==> config.mk <==
export PLATFORM = sky130hd
export DESIGN_NAME = dual_format_audio_rx
export DESIGN_NICKNAME = d
export VERILOG_FILES = /design/src/rtl/dfar_pkg.sv /design/src/rtl/dfar_sampler.sv /design/src/rtl/dfar_word_asm.sv /design/src/rtl/dfar_frame_fsm.sv /design/src/rtl/dual_format_audio_rx.sv
export SDC_FILE = /design/constraint.sdc
export NUM_CORES = 1
export LEC_CHECK = 0
export ABC_AREA = 1
export BUFFER_PORTS_ARGS = -buffer_cell sky130_fd_sc_hd__buf_2
export CAP_MARGIN = 20
export CORE_MARGIN = 2
export CORE_UTILIZATION = 55
export CTS_BUF_LIST = sky130_fd_sc_hd__clkbuf_8 sky130_fd_sc_hd__clkbuf_16
export DETAILED_ROUTE_END_ITERATION = 7
export PLACE_DENSITY_LB_ADDON = 0.3
export SYNTH_ARGS = -nofsm -noshare
export SYNTH_HDL_FRONTEND = slang
export SYNTH_SLANG_ARGS = --single-unit
==> constraint.sdc <==
create_clock -name clk -period 2.99 [get_ports clk]
set_input_delay 0.1495 -clock clk [delete_from_list [all_inputs] [get_ports clk]]
set_output_delay 0.1495 -clock clk [all_outputs]
set_load 0.02 [all_outputs]
==> src/rtl/dfar_pkg.sv <==
package dfar_pkg;
    typedef enum logic [1:0] {
        ST_SYNC  = 2'd0,
        ST_LEFT  = 2'd1,
        ST_RIGHT = 2'd2
    } dfar_state_t;
endpackage

==> src/rtl/dfar_sampler.sv <==
module dfar_sampler (
    input  logic clk,
    input  logic rst_n,
    input  logic bck_i,
    input  logic ws_i,
    input  logic sd_i,
    output logic rise_o,
    output logic ws_o,
    output logic sd_o,
    output logic edge_o
);
    logic s_bck, s_ws, s_sd, bck_q, ws_prev, primed;

    assign rise_o = s_bck & ~bck_q;
    assign ws_o   = s_ws;
    assign sd_o   = s_sd;
    assign edge_o = rise_o & primed & (s_ws != ws_prev);

    always_ff @(posedge clk or negedge rst_n) begin
        if (!rst_n) begin
            s_bck   <= 1'b0;
            s_ws    <= 1'b0;
            s_sd    <= 1'b0;
            bck_q   <= 1'b0;
            ws_prev <= 1'b0;
            primed  <= 1'b0;
        end else begin
            s_bck <= bck_i;
            s_ws  <= ws_i;
            s_sd  <= sd_i;
            bck_q <= s_bck;
            if (rise_o) begin
                ws_prev <= s_ws;
                primed  <= 1'b1;
            end
        end
    end
endmodule

==> src/rtl/dfar_word_asm.sv <==
module dfar_word_asm #(
    parameter int SAMPLE_W = 24,
    parameter int RJ_W     = 16,
    parameter int CNT_W    = 6
) (
    input  logic                clk,
    input  logic                rst_n,
    input  logic                rise_i,
    input  logic                edge_i,
    input  logic                sd_i,
    input  logic                fmt_i2s,
    output logic [SAMPLE_W-1:0] word_o,
    output logic [CNT_W:0]      len_o
);
    localparam int PAD_W = SAMPLE_W - RJ_W;
    localparam logic [CNT_W-1:0] CNT_MAX = '1;

    logic [CNT_W-1:0]    cnt;
    logic [CNT_W:0]      pos;
    logic [SAMPLE_W-1:0] acc, acc_next;
    logic [RJ_W-1:0]     tail;

    // position of the bit taken at this rise, counted from the last edge
    assign pos   = {1'b0, cnt} + {{CNT_W{1'b0}}, 1'b1};
    assign len_o = pos;

    always_comb begin
        acc_next = acc;
        for (int i = 0; i < SAMPLE_W; i++) begin
            if (int'(pos) == SAMPLE_W - i) acc_next[i] = sd_i;
        end
    end

    assign word_o = fmt_i2s ? acc_next : {tail, {PAD_W{1'b0}}};

    always_ff @(posedge clk or negedge rst_n) begin
        if (!rst_n) begin
            cnt  <= '0;
            acc  <= '0;
            tail <= '0;
        end else if (rise_i) begin
            tail <= {tail[RJ_W-2:0], sd_i};
            if (edge_i) begin
                acc <= '0;
                cnt <= '0;
            end else begin
                acc <= acc_next;
                cnt <= (cnt == CNT_MAX) ? cnt : cnt + 1'b1;
            end
        end
    end
endmodule

==> src/rtl/dfar_frame_fsm.sv <==
module dfar_frame_fsm
    import dfar_pkg::*;
#(
    parameter int SAMPLE_W = 24,
    parameter int RJ_W     = 16,
    parameter int CNT_W    = 6
) (
    input  logic                clk,
    input  logic                rst_n,
    input  logic                edge_i,
    input  logic                ws_i,
    input  logic                fmt_i2s,
    input  logic [SAMPLE_W-1:0] word_i,
    input  logic [CNT_W:0]      len_i,
    output logic [SAMPLE_W-1:0] left_o,
    output logic [SAMPLE_W-1:0] right_o,
    output logic                valid_o,
    output logic                pk16_o
);
    dfar_state_t         state_q, state_d;
    logic [SAMPLE_W-1:0] hold_l;
    logic                hold16;
    logic                left_lvl;
    logic                half16;

    assign left_lvl = ~fmt_i2s;
    assign half16   = (int'(len_i) == RJ_W);

    always_comb begin
        state_d = state_q;
        if (edge_i) begin
            unique case (state_q)
                ST_SYNC:  if (ws_i == left_lvl) state_d = ST_LEFT;
                ST_LEFT:  state_d = ST_RIGHT;
                ST_RIGHT: state_d = ST_LEFT;
                default:  state_d = ST_SYNC;
            endcase
        end
    end

    always_ff @(posedge clk or negedge rst_n) begin
        if (!rst_n) state_q <= ST_SYNC;
        else        state_q <= state_d;
    end

    always_ff @(posedge clk or negedge rst_n) begin
        if (!rst_n) begin
            hold_l  <= '0;
            hold16  <= 1'b0;
            left_o  <= '0;
            right_o <= '0;
            valid_o <= 1'b0;
            pk16_o  <= 1'b0;
        end else begin
            valid_o <= 1'b0;
            if (edge_i) begin
                unique case (state_q)
                    ST_LEFT: begin
                        hold_l <= word_i;
                        hold16 <= half16;
                    end
                    ST_RIGHT: begin
                        left_o  <= hold_l;
                        right_o <= word_i;
                        pk16_o  <= hold16 & half16;
                        valid_o <= 1'b1;
                    end
                    default: ;
                endcase
            end
        end
    end
endmodule

==> src/rtl/dual_format_audio_rx.sv <==
module dual_format_audio_rx #(
    parameter int SAMPLE_W = 24,
    parameter int RJ_W     = 16,
    parameter int CNT_W    = 6
) (
    input  logic                clk,
    input  logic                rst_n,
    input  logic                fmt_i2s,
    input  logic                bck_i,
    input  logic                ws_i,
    input  logic                sd_i,
    output logic [SAMPLE_W-1:0] left_o,
    output logic [SAMPLE_W-1:0] right_o,
    output logic                pair_valid_o,
    output logic                packed16_o
);
    logic                bit_rise, ws_lvl, sd_bit, frame_edge;
    logic [SAMPLE_W-1:0] word;
    logic [CNT_W:0]      len;

    dfar_sampler u_smp (
        .clk    (clk),
        .rst_n  (rst_n),
        .bck_i  (bck_i),
        .ws_i   (ws_i),
        .sd_i   (sd_i),
        .rise_o (bit_rise),
        .ws_o   (ws_lvl),
        .sd_o   (sd_bit),
        .edge_o (frame_edge)
    );

    dfar_word_asm #(.SAMPLE_W(SAMPLE_W), .RJ_W(RJ_W), .CNT_W(CNT_W)) u_asm (
        .clk     (clk),
        .rst_n   (rst_n),
        .rise_i  (bit_rise),
        .edge_i  (frame_edge),
        .sd_i    (sd_bit),
        .fmt_i2s (fmt_i2s),
        .word_o  (word),
        .len_o   (len)
    );

    dfar_frame_fsm #(.SAMPLE_W(SAMPLE_W), .RJ_W(RJ_W), .CNT_W(CNT_W)) u_fsm (
        .clk     (clk),
        .rst_n   (rst_n),
        .edge_i  (frame_edge),
        .ws_i    (ws_lvl),
        .fmt_i2s (fmt_i2s),
        .word_i  (word),
        .len_i   (len),
        .left_o  (left_o),
        .right_o (right_o),
        .valid_o (pair_valid_o),
        .pk16_o  (packed16_o)
    );
endmodule

; Word level (Yosys, flattened, before mapping)
; Cells that the tools add are included.
[totals]
reg_bits = 129
latch_bits = 0
ram_bits = 0
mem_bits_ro = 0
input_bits = 6
out_inout_bits = 50
word_cells = 92
mem_count = 0
[classes]
n_addsub = 2
mul = 0
div_mod_pow = 0
magnitude_cmp = 0
n_eq_ne = 31
n_shift = 0
muxes = 32
bitwise = 6
reduce_logical = 5
[ops]
columns = operator, n
row1 = "== test 7 x 6 -> 1 bit, second input constant", 9
row2 = "== test 7 x 5 -> 1 bit, second input constant", 8
row3 = two-way mux 24 bit, 2
row4 = "== test 7 x 4 -> 1 bit, second input constant", 4
row5 = two-way mux 1 bit, 26
row6 = "== test 7 x 3 -> 1 bit, second input constant", 2
row7 = two-way mux 6 bit, 2
row8 = AND reduction 2 bit, 4
row9 = "adder 6 x 1 -> 7 bit, second input constant", 1
row10 = "== test 7 x 2 -> 1 bit, second input constant", 1
row11 = "adder 6 x 1 -> 6 bit, second input constant", 1
row12 = "== test 6 bit, second input constant", 1
row13 = one-hot mux 2 bit (3 select lines), 1
row14 = AND 1 bit, 4
row15 = "== test 2 x 1 -> 1 bit, second input constant", 1
row16 = "== test 2 bit, second input constant", 1
row17 = zero test 2 bit, 1
row18 = two-way mux 2 bit, 1
row19 = "!= test 2 x 1 -> 1 bit, second input constant", 1
row20 = "!= test 2 bit, second input constant", 1
row21 = NOT 1 bit, 2
row22 = == test 1 bit, 1
row23 = != test 1 bit, 1

; Depth between registers and ports, before layout
[depth]
ltp_word = 6
depth_mapped = 13
ltp_nobuf = 12

; Cells and area by module
; Synthesis repeated with hierarchy kept, for this count alone.
[hier_totals]
cells_unflattened = 757
area_unflattened_um2 = 6127.1
[modules_own_cells]
columns = mod, n_inst, cells_each, area_per_inst_um2, seq_area_each_um2
row1 = dfar_frame_fsm, 1, 315, 3085.5, 1926.8
row2 = dfar_word_asm, 1, 420, 2827.7, 1151.1
row3 = dfar_sampler, 1, 22, 214.0, 150.1

; Least setup slack after synthesis
; Ideal clock, no wire load.
[synth_path]
path_kind = reg-to-reg
startpoint = reg u_asm.cnt[1]
endpoint = reg u_fsm.hold_l[16]
setup_ns = 0.118
arrival_ns = 1.659
required_time_ns = 2.872
setup_slack_ns = 1.214
stages_incl_launch_ff = 14
n_path_buf = 1
synth_period_minus_slack_ns = 1.776
cell_sequence = dfrtp_1 ha_1 nand2_1 inv_2 nand2_1 nand2_1 nand2_1 nor2_1 buf_2 nand2_1 nand2_1 nand3_1 nand3_1 nand2_1
[synth_between]
elab_chain_len = 4
[synth_rtl]
columns = element, line_no
row1 = start: declaration, dfar_word_asm.sv:18  ; logic [CNT_W-1:0] cnt;
row2 = start signal: assignment, dfar_word_asm.sv:48  ; cnt <= (cnt == CNT_MAX) ? cnt : cnt + 1'b1;
row3 = adder 6 x 1 -> 7 bit, dfar_word_asm.sv:24  ; assign pos = {1'b0, cnt} + {{CNT_W{1'b0}}, 1'b1};
row4 = == test 7 x 5 -> 1 bit, dfar_word_asm.sv:30  ; if (int'(pos) == SAMPLE_W - i) acc_next[i] = sd_i;
row5 = two-way mux 1 bit, dfar_word_asm.sv:30
row6 = two-way mux 24 bit, dfar_word_asm.sv:34  ; assign word_o = fmt_i2s ? acc_next : {tail, {PAD_W{1'b0}}};
row7 = end signal: assignment, dfar_frame_fsm.sv:59  ; hold_l <= word_i;
row8 = end: declaration, dfar_frame_fsm.sv:21  ; logic [SAMPLE_W-1:0] hold_l;
; Every way passes these cells.
; A chain may end at the register's enable or synchronous reset.

; Worst setup path in the final report
[layout_path]
startpoint = reg u_asm.cnt[1]
endpoint = reg u_fsm.right_o[21]
[layout_between]
elab_chain_len = 4
[layout_rtl]
columns = element, line_no
row1 = adder 6 x 1 -> 7 bit, dfar_word_asm.sv:24
row2 = == test 7 x 3 -> 1 bit, dfar_word_asm.sv:30
row3 = two-way mux 1 bit, dfar_word_asm.sv:30
row4 = two-way mux 24 bit, dfar_word_asm.sv:34
row5 = end signal: assignment, dfar_frame_fsm.sv:64  ; right_o <= word_i;
row6 = end: declaration, dfar_frame_fsm.sv:16  ; output logic [SAMPLE_W-1:0] right_o,
; Every way passes these cells.

==> impl_results.md <==
* Clock Path Buffers at 2
* Post-synth EDFFs at 0
* Total Wirelength at 13200 µm
* Fin crit period at 2.22 ns
* FILL cells at 843
* Critical Path Sink Type: register
* GRT overflow at 0
* Final Max Tran Viols at 0
* Area contributors post-synth: dfrtp_1 (56%), nand2_1 (20%), nand3_1 (8.5%), inv_1 (2.9%), o21ai_0 (2.2%)
* Reg-to-reg startpoint: u_asm.cnt[1]
* Initial Utilization at 56.5%
* Tot GR Track Use at 25.1%
* Post-layout instance area at 0.00683 mm²
* Synth Instances at 715
* Hold wc startpoint: fmt_i2s
* Core area at 0.0103 mm²
* Synth cell count leaders: nand2_1 (309), dfrtp_1 (129), nand3_1 (99)
* PD cells at 969 mW/mm²
* Vias/cell at 5.28
* First-pass iteration count of the detailed router at 5
* CTS Hold Bufs at 4
* Dominant cell type by area after synthesis: dfrtp_1
* Final Hold Slack at 0.211 ns
* RSZ-0062 raised after global routing: false
* Main synth FF type: dfrtp_1
* DRC Markers at 0
* Placed Area at 0.00615 mm²
* Starting DRT DRC Count at 489
* Crit path cell chain: ha_1 > nand2_1 > inv_2 > nand2_1 > nand2_1 > nand2_1 > nor2_1 > buf_4 > nand2_1 > nand2_1 > nand3_1 > nand3_1 > nand2_1
* Setup_tns at 0 ns
* Max Fanout on Critical Path at 30
* # IOs at 56
* Worst reg2reg endpoint: u_fsm.right_o[21]
* Multi-input gate area at 0.00221 mm²
* DP Wirelength at 8420 µm
* Syn Nets at 726
* Register area at 0.00323 mm²
* Hold depth at 3
* Avg Cell Area, Syn at 8.12 µm²
* Hold Crit Class: in -> reg
* Die extent in y at 107 µm
* Ant diodes at 0
* Routability congestion estimate at 0.837
* Slowest stage delay, CP at 0.46 ns
* Vias at 4833
* Outcome: completed
* CP arrival at 2.64 ns
* Fmax at 451 MHz
* Post-CTS sizing at 0
* Routed Antenna Nets at 0
* Die area at 0.0114 mm²
* Critical path's most frequent cell: nand2_1
* Sequential area share after synthesis at 55.6%
* Max-cap violation count at 0
* Sink Count at 129
* Num rows at 37
* Fraction of the cycle the final worst path needs at 74.1%
* Reg2Reg Setup Slack at 0.77 ns
* Num CTS Buffers at 17
* Yosys reg bits at 129
* Slowest stage cell, crit path: dfrtp_1
* Tot Pwr at 6.62 mW
* Layout net count at 778
* Worst-Skew Late Latency at 0.54 ns
* Count of cell types in the netlist at 29
* Die width at 107 µm
* FFs w/ async S/R, synth at 100%
* Top-area cell type share of the netlist area at 55.6%
* Kind of critical path: reg -> reg
* CTS root buffer: clkbuf_8
* Final Skew at 0.00689 ns
* WL/cell at 14.4 µm
* Vias in the first global route at 4550
* Initial antenna violation count at 0
* H-tree Lvls at 4
* Area Growth Syn to Fin at 17.6%
* Share of cells above drive strength 1 at 13.8%
* Cells on worst reg2reg path at 13
* Peak VDD IR at 456 µV
* Global-route wire length before repair at 21900 µm
* Top-count cell post-synth: nand2_1
* LEAKAGE at 3.61 nW
* # port buffers at 55
* Final Hold Fails at 0
* Setup violators final at 0
* Worst-path clk slew at 0.06 ns
* Top cell family by delay on the critical path: simple AND/OR/NAND/NOR gates
* Yosys Warn Count at 0
* Crit path buffers/inverters at 2
* Crit start category: register
* TritonCTS clock tree: done
* Slew Limit Headroom at 54.4%
* Post-Syn Area at 0.00581 mm²
* Post-CTS setup buffer count at 0
* Slew of the pin with the lowest slew margin at 0.685 ns
* Worst Path Required at 3.41 ns
* Min-Delay Endpoint: u_fsm.right_o[5]
* Largest net degree at the start of global routing at 130
## worst min-delay path: stages
cell     delay (ns)
buf_2          0.28
nand3_1        0.21
o21ai_1        0.06
## cells by family after synthesis
kind of cell / synth area share, %
simple gates: 31.3
xor+xnor: 0.302
fa+ha+maj: 1.08
buf+inv: 6.44
flops: 55.6
compound gates: 5.30
## final cells by class
| type | instances | share of cell area (%) |
|---|---|---|
| inverters | 51 | 2.82 |
| flip-flops and latches | 129 | 47.3 |
| clock inverters | 10 | 2.29 |
| multi-input cells | 501 | 32.4 |
| clock buffers | 22 | 7.07 |
| well taps | 136 | 2.49 |
| repair buffers | 67 | 5.71 |
## worst max path at each step
stage | startpoint | end | slack (ns) | cells after the start
after floorplan | u_asm.cnt[1] | u_fsm.hold_l[16] | 1.21 | 13
after global placement | u_smp.s_bck | u_fsm.state_q[1] | 0.88 | 8
after detailed placement | u_asm.cnt[1] | u_fsm.hold_l[19] | 0.84 | 13
after CTS | u_asm.cnt[1] | u_fsm.right_o[21] | 0.79 | 13
after global routing | u_asm.cnt[1] | u_fsm.hold_l[21] | 0.52 | 13
final | u_asm.cnt[1] | u_fsm.right_o[21] | 0.77 | 13
## metrics by stage
step                instances  setup WS [ns]  util, %
floorplan                 715           1.21        -
global placement          880          0.881     59.9
detailed placement        880          0.844     59.9
CTS                       916          0.789     66.5
global route              916          0.520     66.5
finish                    916          0.773     66.5
## cell usage in the layout (no fill, tap or decap), drive strengths merged, types with 4 or more instances in the layout
master	instances
nand2	309
dfrtp	129
nand3	100
buf	63
inv	51
o21ai	51
clkbuf	22
nor2	21
ha	5
bufinv	4
dlygate4sd3	4
clkinv	4
## flip-flops by register name, summed over array words and instances (netlist names), 2 cells and up
signal         count
u_asm.acc         24
u_fsm.hold_l      24
u_fsm.left_o      24
u_fsm.right_o     24
u_asm.tail        16
u_asm.cnt          6
u_fsm.state_q      2
## layer usage
metal  GRT usage [%]  share of wire (%)  wire [µm]
met5               0                  0          0
met4            11.5                3.3        438
met3            6.75                5.6        746
met2            37.4                 45       6020
met1            34.4                 46       6030
## power by group
group / internal (mW) / leakage (nW) / switching, mW
logic: 0.579 / 1.63 / 1.17
registers: 2.33 / 1.66 / 0.343
clock network: 1.46 / 0.316 / 0.744
No activity file was read; power rests on OpenSTA's default activity.
